$ cat src/rtl/memprot_pkg.sv
package memprot_pkg;

  typedef enum logic [1:0] {
    AC_OTHER = 2'b00,
    AC_SCS   = 2'b01,
    AC_VTAB  = 2'b10,
    AC_RSVD  = 2'b11
  } acc_class_e;

  localparam int CTL_BITS = 3;
  localparam int BIT_ON   = 0;
  localparam int BIT_HF   = 1;
  localparam int BIT_BG   = 2;

  typedef struct packed {
    logic allow;
    logic fault;
    logic dflt;
    logic xn;
    logic so;
  } verdict_t;

endpackage

$ cat src/rtl/memprot_ctl_reg.sv
module memprot_ctl_reg
  import memprot_pkg::*;
#(
  parameter int ADDR_W  = 8,
  parameter int DATA_W  = 32,
  parameter int CTL_OFS = 4
) (
  input  logic                clk,
  input  logic                rst,
  input  logic                wr,
  input  logic                rd,
  input  logic [ADDR_W-1:0]   addr,
  input  logic [DATA_W-1:0]   wdata,
  input  logic                priv,
  output logic [CTL_BITS-1:0] ctl,
  output logic [DATA_W-1:0]   rdata,
  output logic                err
);

  localparam logic [ADDR_W-1:0] OFS = ADDR_W'(CTL_OFS);

  logic hit;
  logic unused_hi;

  assign hit       = (addr == OFS);
  assign unused_hi = ^wdata[DATA_W-1:CTL_BITS];

  always_ff @(posedge clk) begin
    if (rst) begin
      ctl   <= '0;
      rdata <= '0;
      err   <= 1'b0;
    end else begin
      err <= 1'b0;
      if (wr && hit) begin
        if (priv) ctl <= wdata[CTL_BITS-1:0];
        else      err <= 1'b1;
      end
      if (rd && hit) rdata <= {{(DATA_W-CTL_BITS){1'b0}}, ctl};
      else           rdata <= '0;
    end
  end

endmodule

$ cat src/rtl/memprot_esc_detect.sv
module memprot_esc_detect #(
  parameter int PRIO_W = 9
) (
  input  logic [PRIO_W-1:0] prio,
  output logic              escalated
);

  localparam logic [PRIO_W-1:0] MINUS_ONE = '1;
  localparam logic [PRIO_W-1:0] MINUS_TWO = MINUS_ONE - PRIO_W'(1);

  assign escalated = (prio == MINUS_ONE) || (prio == MINUS_TWO);

endmodule

$ cat src/rtl/memprot_decide.sv
module memprot_decide
  import memprot_pkg::*;
(
  input  logic [CTL_BITS-1:0] ctl,
  input  logic                escalated,
  input  logic [1:0]          cls,
  input  logic                priv,
  input  logic                hit,
  input  logic                ok,
  output verdict_t            v
);

  logic active;
  logic sys_area;
  logic is_scs;

  assign active   = ctl[BIT_ON] && !(escalated && !ctl[BIT_HF]);
  assign is_scs   = (cls == AC_SCS);
  assign sys_area = is_scs || (cls == AC_VTAB);

  always_comb begin
    v.xn = is_scs;
    v.so = is_scs;
    if (!active || sys_area) begin
      v.allow = 1'b1;
      v.fault = 1'b0;
      v.dflt  = 1'b1;
    end else if (hit) begin
      v.allow = ok;
      v.fault = !ok;
      v.dflt  = 1'b0;
    end else if (priv && ctl[BIT_BG]) begin
      v.allow = 1'b1;
      v.fault = 1'b0;
      v.dflt  = 1'b1;
    end else begin
      v.allow = 1'b0;
      v.fault = 1'b1;
      v.dflt  = 1'b0;
    end
  end

endmodule

$ cat src/rtl/memprot_gate.sv
module memprot_gate
  import memprot_pkg::*;
#(
  parameter int ADDR_W  = 8,
  parameter int DATA_W  = 32,
  parameter int CTL_OFS = 4,
  parameter int PRIO_W  = 9
) (
  input  logic              clk,
  input  logic              rst,
  input  logic              reg_wr,
  input  logic              reg_rd,
  input  logic [ADDR_W-1:0] reg_addr,
  input  logic [DATA_W-1:0] reg_wdata,
  input  logic              reg_priv,
  output logic [DATA_W-1:0] reg_rdata,
  output logic              reg_err,
  input  logic [1:0]        acc_class,
  input  logic              acc_priv,
  input  logic [PRIO_W-1:0] acc_prio,
  input  logic              acc_region_hit,
  input  logic              acc_region_ok,
  output logic              acc_allow,
  output logic              acc_fault,
  output logic              acc_default_map,
  output logic              acc_force_xn,
  output logic              acc_force_so
);

  logic [CTL_BITS-1:0] ctl_q;
  logic                escalated;
  verdict_t            verdict;

  memprot_ctl_reg #(
    .ADDR_W (ADDR_W),
    .DATA_W (DATA_W),
    .CTL_OFS(CTL_OFS)
  ) i_ctl_reg (
    .clk  (clk),
    .rst  (rst),
    .wr   (reg_wr),
    .rd   (reg_rd),
    .addr (reg_addr),
    .wdata(reg_wdata),
    .priv (reg_priv),
    .ctl  (ctl_q),
    .rdata(reg_rdata),
    .err  (reg_err)
  );

  memprot_esc_detect #(.PRIO_W(PRIO_W)) i_esc (
    .prio     (acc_prio),
    .escalated(escalated)
  );

  memprot_decide i_decide (
    .ctl      (ctl_q),
    .escalated(escalated),
    .cls      (acc_class),
    .priv     (acc_priv),
    .hit      (acc_region_hit),
    .ok       (acc_region_ok),
    .v        (verdict)
  );

  assign acc_allow       = verdict.allow;
  assign acc_fault       = verdict.fault;
  assign acc_default_map = verdict.dflt;
  assign acc_force_xn    = verdict.xn;
  assign acc_force_so    = verdict.so;

endmodule

$ cat config.mk
export PLATFORM = sky130hd
export DESIGN_NAME = memprot_gate
export DESIGN_NICKNAME = d
export VERILOG_FILES = /design/src/rtl/memprot_pkg.sv /design/src/rtl/memprot_ctl_reg.sv /design/src/rtl/memprot_esc_detect.sv /design/src/rtl/memprot_decide.sv /design/src/rtl/memprot_gate.sv
export SDC_FILE = /design/constraint.sdc
export NUM_CORES = 1
export LEC_CHECK = 0
export CAP_MARGIN = 20
export CORE_ASPECT_RATIO = 1.1
export CORE_UTILIZATION = 23
export DETAILED_ROUTE_END_ITERATION = 12
export GPL_TIMING_DRIVEN = 0
export PLACE_DENSITY = 0.81
export SETUP_SLACK_MARGIN = 0.3
export SLEW_MARGIN = 40
export SYNTH_ARGS = -nofsm -noshare
export SYNTH_HDL_FRONTEND = slang
export SYNTH_SLANG_ARGS = --single-unit
$ cat constraint.sdc
create_clock -name clk -period 2.5 [get_ports clk]
set_input_delay 0.25 -clock clk [delete_from_list [all_inputs] [get_ports clk]]
set_output_delay 0.25 -clock clk [all_outputs]
set_load 0.005 [all_outputs]
After elaboration in Yosys (flattened, before gate mapping)
Cells that the tools add are included.
{"block": "classes", "mux": 4, "bitwise": 2, "n_eq_ne": 5, "reduce_logical": 15}
{"op": "== test 9 bit (second input constant)", "count": 2}
{"op": "two-way mux 3 bit", "count": 3}
{"op": "== test 8 x 3 -> 1 bit (second input constant)", "count": 1}
{"op": "logical AND 1 bit", "count": 5}
{"op": "logical NOT 1 bit", "count": 4}
{"op": "OR reduction 2 bit", "count": 2}
{"op": "logical OR 1 bit", "count": 3}
{"op": "== test 2 x 1 -> 1 bit (second input constant)", "count": 1}
{"op": "== test 2 bit (second input constant)", "count": 1}
{"op": "NOT 1 bit", "count": 2}
{"op": "AND reduction 2 bit", "count": 1}
{"op": "two-way mux 1 bit", "count": 1}
{"block": "totals", "wordCells": 30, "inputBits": 59, "output_inout_bits": 38, "regBits": 36}

Longest topological paths before layout
Gate-level depths: netlist of the first run.
{"block": "logic_depth", "word_depth": 8, "ltp_mapped": 4, "depth_no_buf": 4}

Cells and area by module
A second synthesis of the first run with hierarchy kept.
{"block": "unflattened", "hier_cells": 70, "hier_area_um2": 633.1}
{"module": "memprot_ctl_reg", "seq_area_each_um2": 140.1, "cells_per_inst": 56, "n_inst": 1, "area_each_um2": 529.3}
{"module": "memprot_decide", "seq_area_each_um2": 0.0, "cells_per_inst": 11, "n_inst": 1, "area_each_um2": 87.6}
{"module": "memprot_esc_detect", "seq_area_each_um2": 0.0, "cells_per_inst": 3, "n_inst": 1, "area_each_um2": 16.3}

Worst setup path before layout of the first run
Ideal clock, no wire load.
{"block": "synth_timing", "path_kind": "input-to-reg", "startpoint": "input reg_addr[5]", "endpoint": "register i_ctl_reg.ctl[0]", "path_stages": 3, "setup_time_ns": 0.072, "arrival_ns": 1.246, "required_time_ns": 2.428, "setup_slack_ns": 1.182, "path_buffers": 0, "cell_sequence": "or4_4 -> nor3_4 -> mux2i_1"}
{"block": "synth_between", "elab_chain_len": 3}
{"item": "start, declared", "line": "memprot_gate.sv:13", "text": "input logic [ADDR_W-1:0] reg_addr,"}
{"item": "== test 8 x 3 -> 1 bit", "line": "memprot_ctl_reg.sv:25", "text": "assign hit = (addr == OFS);"}
{"item": "logical AND 1 bit", "line": "memprot_ctl_reg.sv:35", "text": "if (wr && hit) begin"}
{"item": "AND reduction 2 bit (no source line)"}
{"item": "end signal, assigned", "line": "memprot_ctl_reg.sv:36", "text": "if (priv) ctl <= wdata[CTL_BITS-1:0];"}
{"item": "end, declared", "line": "memprot_ctl_reg.sv:15", "text": "output logic [CTL_BITS-1:0] ctl,"}
No other way between the ends.
A chain may end at the register's enable or synchronous reset.

Final worst setup path of the first run
{"block": "layout_timing", "startpoint": "input acc_class[1]", "endpoint": "output acc_default_map"}
{"block": "layout_between", "elab_chain_len": 4, "elab_cells_between_ends": 5, "classes_between": "eq/ne (2); mux (1); reduce/logical (2)"}
{"item": "start, declared", "line": "memprot_gate.sv:18", "text": "input logic [1:0] acc_class,"}
{"item": "== test 2 x 1 -> 1 bit or == test 2 bit (tied branches)", "line": "memprot_decide.sv:18, memprot_decide.sv:19"}
{"item": "logical OR 1 bit (*)", "line": "memprot_decide.sv:19", "text": "assign sys_area = is_scs || (cls == AC_VTAB);"}
{"item": "logical OR 1 bit (*)", "line": "memprot_decide.sv:24", "text": "if (!active || sys_area) begin"}
{"item": "two-way mux 3 bit (*)", "line": "memprot_decide.sv:24"}
{"item": "end, declared", "line": "memprot_gate.sv:25", "text": "output logic acc_default_map,"}
Mark *: on every way between the ends. The rest lies on a longest branch, timed or not.

==> results by group, run 1 <==
Status
  • Status: finished clean

Yosys
  • Ys Warns: 0
  • Yosys top cell area share: a little under two fifths
  • Yosys reg bits: 7
  • Post-Syn Area: roughly 600 um2
  • Top post-synthesis cells by area: buf_4, dfxtp_1, nand2b_1
  • Sequential fraction of the synthesis area: about a quarter
  • Yosys top cell by area: buf_4
  • Mean Syn Cell Area: about 8.7 um2
  • Mapped Cells: 69
  • Distinct cells, synth: 19

STA
  • Final period utilization: 84.4%
  • Minimum clock period: between 2 and 2.5 ns
  • Final setup fails: 0
  • RSZ-0062 raised after global routing: yes
  • Final Skew: between 0.0015 and 0.002 ns
  • Final Hold Viols: 0
  • Worst hold slack: between 0.4 and 0.5 ns
  • Count of pins over their slew limit: 0
  • Setup TNS Final: 0 ns
  • Fmax achieved: around 0.47 GHz

Global route
  • Largest net degree at the start of global routing: 9
  • GRT overflow: 0
  • GRT Overall Usage: approximately 10%
  • Antenna violations before repair: 0
  • Vias in the first global route: between 500 and 600
  • First-pass GRT wire length: 2090 um

Floorplanning
  • Core ar.: 0.00247 mm2
  • Starting density of the core: 24.2%
  • Row cnt: 19
  • Die Y: 55.5 um
  • Chip width: 50.7 um
  • Die area: approximately 0.0028 mm2
  • Ports: slightly below 100

CTS
  • Total CTS buffers: 3
  • Postcts setup bufs: 0
  • TritonCTS clock tree: built
  • H-tree depth: 1
  • Clock transition at path regs: around 0.050 ns
  • Root buffer cell: clkbuf_4
  • Buffer depth of the longest clock path: 2
  • Clock Latency Late Sink: between 0.2 and 0.25 ns
  • Sinks on Clock Net: 7

Worst setup path
  • Critical Path AT: between 1.5 and 2 ns
  • Critical Path RT: approximately 2.3 ns
  • Crit Path Class: input pin to output port
  • RR Endpoint: i_ctl_reg.ctl[0]$_SDFFE_PP0P_
  • CP max FO: 3
  • Crit path to: acc_default_map
  • Flop2flop setup slack: 1.88 ns
  • Kind of start point of the critical path: input pin
  • FF-to-FF path depth: 2
  • Critical path launch point: acc_class[1]
  • CP Capture Type: output port
  • Critical R2R Launch: i_ctl_reg.ctl[0]$_SDFFE_PP0P_

Drt
  • Post-route DRC: 0
  • Vias: 598
  • Final antenna-violating net count: 0
  • Wire per inst: roughly 7.6 um
  • DR pass1 iterations: 2
  • Drt total wl: between 1000 and 1500 um
  • Iter 0 DRT Violations: 2
  • Via-to-Cell Ratio: 3.54

Final layout
  • Antenna Cells: 0
  • Most frequent cells in the layout: clkdlybuf4s50_1, buf_4, conb_1
  • Nets: 199
  • Layout cell share with drive strength beyond 1: 28.3%
  • Synth-to-Final Area Change: 91.2%
  • Commonest non-fill, non-tap cell in the layout: clkdlybuf4s50_1

Power
  • Peak VDD IR: roughly 0.00018 V
  • Power per cell area: about 280 mW/mm2
  • Leakage: between 0.0005 and 0.0006 uW

Worst hold path
  • Hold Path Class: flop to flop
  • Hold_sp: i_ctl_reg.ctl[2]$_SDFFE_PP0P_

Placement
  • Gpl congestion: roughly 0.70
  • Hpwl dp: about 1200 um
  • Port Buf Inserts: 37

Run
  • Max Cap Viol: 0
registers in the layout, summed over array words and instances, names as in the netlist:
signal	cells
i_ctl_reg.err	1
i_ctl_reg.rdata	3
i_ctl_reg.ctl	3
power breakdown:
part           internal, uW  total, uW  switching, uW
logic                  75.7        107           31.0
registers               112        112         0.0288
clock network          60.6       97.1           36.5
total                   248        316           67.5
cells by family (layout without fill, tap and decap cells):
group / after synthesis / in the layout / share of synthesized area, %
AOI/OAI and AO/OA: 3 / 3 / 3.97
adders and majority gates: 1 / 1 / 2.09
buffers and inverters: 32 / 73 / 38.8
DFF: 7 / 7 / 23.4
muxes: 3 / 3 / 5.01
other: 1 / 29 / 0.626
and+or+nand+nor: 22 / 22 / 26.1
metal layers:
metal / GRT usage, % / part of all wire [%]
met5: 0 / 0
met1: 8.49 / 33
met2: 19.4 / 57
met4: 3.57 / 0
met3: 5.23 / 9.8
worst min-delay path by stage:
stage	slack [ns]	depth (start not counted)	to
global route	0.52	1	i_ctl_reg.rdata[2]$_SDFF_PP0_
CTS	0.50	1	i_ctl_reg.rdata[2]$_SDFF_PP0_
floorplan	0.33	1	i_ctl_reg.err$_SDFF_PP0_
finish	0.50	1	i_ctl_reg.rdata[2]$_SDFF_PP0_
detailed placement	0.49	1	i_ctl_reg.rdata[2]$_SDFF_PP0_
global placement	0.47	2	i_ctl_reg.ctl[2]$_SDFFE_PP0P_
critical path, stage by stage:
cell and delay [ns]:
clkdlybuf4s50_1 0.45, inv_1 0.04, ha_1 0.26, o211ai_1 0.11, or2_2 0.31, clkdlybuf4s50_1 0.44
layout make-up:
class	instances	area, um2
clock buffer	4	26.3
buffer	30	225
tap	31	38.8
fill	261	1330
sequential	7	140
timing repair buffer	37	370
inverter	2	7.51
multi-input combinational	58	338
repair_timing:
action	CTS	global route
hold buffers	0	0
endpoints found under the hold margin	0	0
setup endpoints to repair	0	3
gates resized for setup	0	1
stage by stage:
step / setup slack, ns / instances / power (uW) / area (um2) / util (%)
after CTS: 0.338 / 169 / 319 / 1140 / 46.1
after global routing: 0.290 / 169 / 341 / 1150 / 46.4
after global placement: 0.372 / 165 / 217 / 1110 / 45.0
final: 0.391 / 169 / 316 / 1150 / 46.4
after floorplan: 1.18 / 97 / 168 / 704 / -
after detailed placement: 0.338 / 165 / 219 / 1110 / 45.0
Yosys cell counts:
cell	count
nor4_2	1
conb_1	1
or4_4	1
buf_4	30
inv_1	2
nand2_1	4
nor4_1	2
ha_1	1
o211ai_1	1
or4b_4	1
dfxtp_1	7
a211oi_1	1
and2_1	3
nand4_1	1
a211o_1	1
mux2i_1	3
or2_2	1
nand2b_1	7
nor3_4	1
Power figures use the tool's default switching activity.
==> inputs of run 2 (changes only) <==
--- a/config.mk
+++ b/config.mk
@@ -7,10 +7,10 @@
 export LEC_CHECK = 0
 export CAP_MARGIN = 20
 export CORE_ASPECT_RATIO = 1.1
-export CORE_UTILIZATION = 23
+export CORE_UTILIZATION = 20
 export DETAILED_ROUTE_END_ITERATION = 12
 export GPL_TIMING_DRIVEN = 0
-export PLACE_DENSITY = 0.81
+export PLACE_DENSITY = 0.74
 export SETUP_SLACK_MARGIN = 0.3
 export SLEW_MARGIN = 40
 export SYNTH_ARGS = -nofsm -noshare
==> constraint.sdc (replaced) <==
create_clock -name clk -period 1.7 [get_ports clk]
set_input_delay 0.17 -clock clk [delete_from_list [all_inputs] [get_ports clk]]
set_output_delay 0.17 -clock clk [all_outputs]
set_load 0.005 [all_outputs]
==> run 2 against run 1 <==
Clock skew about the same. Final area increased by 1.9%. Combinational power increased by 37%. Largest cell class unchanged.
==> results by group, run 2 (synthesized netlist as in run 1, its figures left out) <==
STA
  • Final worst setup slack: 0.326 ns
  • Worst hold slack: 0.363 ns
  • Final Hold Viols: 0
  • Final Skew: around 0.0011 ns
  • Minimum clock period: approximately 1.4 ns
  • RSZ-0062 raised after global routing: yes
  • Count of pins over their slew limit: 0
  • Fmax achieved: approximately 0.73 GHz
  • Final setup fails: 0
  • Final period utilization: 80.8%

Placement
  • Pre-CTS setup slack: -0.340 ns
  • Port Buf Inserts: 37
  • DP Area: approximately 0.0011 mm2
  • Gpl congestion: ~0.7
  • DP Cell Count: 167

Worst setup path
  • Kind of start point of the critical path: flop
  • Critical Path RT: 1.53 ns
  • Critical Path AT: roughly 1.2 ns
  • Crit Path Class: flop to output port
  • CP Capture Type: output port
  • CP max FO: 3

Final layout
  • Synth-to-Final Area Change: 94.8%
  • Largest regs: i_ctl_reg.ctl: 3 flops, i_ctl_reg.rdata: 3 flops, i_ctl_reg.err: 1 flops
  • Commonest non-fill, non-tap cell in the layout: buf_4
  • Most frequent cells in the layout: buf_4, conb_1, clkdlybuf4s50_1
  • Layout cell share with drive strength beyond 1: roughly a third
  • Finished Layout Cells: roughly 170
  • Antenna Cells: 0
  • Layout Utilization: between 40% and 50%
  • Post-route cell area: between 0.001 and 0.0015 mm2
  • Nets: 200

CTS
  • Root buffer cell: clkbuf_4
  • Buffer depth of the longest clock path: 2
  • TritonCTS clock tree: built
  • Sinks on Clock Net: 7
  • H-tree depth: 1
  • Clock Latency Late Sink: between 0.2 and 0.25 ns
  • Cts hold-fix bufs: 0
  • Clock transition at path regs: ~0.050 ns
  • Total CTS buffers: 3

Floorplanning
  • Core ar.: about 0.0028 mm2
  • Die area: about 0.0032 mm2
  • Starting density of the core: roughly a fifth
  • Chip width: ~54 um
  • Row cnt: 20
  • Ports: 97
  • Die Y: 59.4 um

Drt
  • DR pass1 iterations: 2
  • Met1 wire length: 400 um
  • Highest metal used: met3
  • Wire per inst: slightly above 8 um
  • Post-route DRC: 0
  • Via-to-Cell Ratio: around 3.3
  • Drt total wl: between 1000 and 1500 um
  • Routed length on met3: about 160 um
  • Final antenna-violating net count: 0
  • Iter 0 DRT Violations: 1
  • Vias: approximately 570
  • DR WL met2: slightly above 800 um

Worst hold path
  • Hold Path Class: input pin to flop

Power
  • Power per cell area: 390 mW/mm2
  • Peak VDD IR: slightly above 0.0003 V
  • Leakage: about 0.00062 uW

Global route
  • First-pass GRT wire length: 1860 um
  • GRT overflow: 0
  • GRT Overall Usage: ~8.2%
  • Antenna violations before repair: 0
  • Vias in the first global route: 459
  • Largest net degree at the start of global routing: 9

Run
  • Max Cap Viol: 0

Status
  • Status: finished clean
==> run 2: changes by cell type in the layout (fill, tap and decap cells not counted), moves of 2 or more <==
cell	change
dfxtp_2	+2
buf_2	+2
clkdlybuf4s15_1	+2
dlygate4sd2_1	+13
clkdlybuf4s50_1	-23
nand2_1	-2
nand2_2	+2
dlymetal6s2s_1	+5
dfxtp_1	-2
==> run 2: timing repair <==
item | 4_1_cts | 5_1_grt
pin swaps | 10 | 7
resized for setup | 32 | 11
buffers inserted | 1 | 0
endpoints found under the setup margin | 8 | 3
==> run 2: path summary, 6_finish.rpt <==
check        cells past startpoint  slack, ns                     startpoint                             to
min reg2reg                      1       0.46  i_ctl_reg.ctl[2]$_SDFFE_PP0P_  i_ctl_reg.rdata[2]$_SDFF_PP0_
max reg2reg                      2       1.06  i_ctl_reg.ctl[1]$_SDFFE_PP0P_  i_ctl_reg.ctl[1]$_SDFFE_PP0P_
max                              4       0.33  i_ctl_reg.ctl[2]$_SDFFE_PP0P_                      acc_allow
min                              3       0.36                    reg_addr[4]       i_ctl_reg.err$_SDFF_PP0_
==> run 2: metrics by stage <==
step                      power (uW)  TNS [ns]
final                            456         0
after floorplan                  247         0
after CTS                        460         0
after detailed placement         321    -0.910
after global placement           319    -0.713
after global routing             488         0
==> run 2: final cells by class <==
cell class              count  area (um2)
repair buffers             38         365
well taps                  33        41.3
plain buffers              30         225
fillers                   298        1640
inverters                   2        7.51
clock buffers               4        26.3
multi-input cells          58         359
flip-flops and latches      7         143
==> run 2: layer usage <==
layer,GRT usage (%),vias to the layer above
met3,5.38,0
met1,7.03,234
li1,-,310
met2,15.2,30
met4,2.20,0
met5,0,-
==> run 2: report_power, final <==
| group | switching, uW | internal (uW) | leakage [uW] |
|---|---|---|---|
| Sequential | 0.0467 | 164 | 0.0000574 |
| Clock | 55.2 | 89.2 | 0.0000150 |
| Combinational | 48.0 | 98.9 | 0.000551 |
==> run 2: worst max-delay path, cell delays in order, from the launching register on <==
cell	delay [ns]
dfxtp_2	0.32
nand2_1	0.06
o211ai_1	0.15
a211o_1	0.30
buf_2	0.13
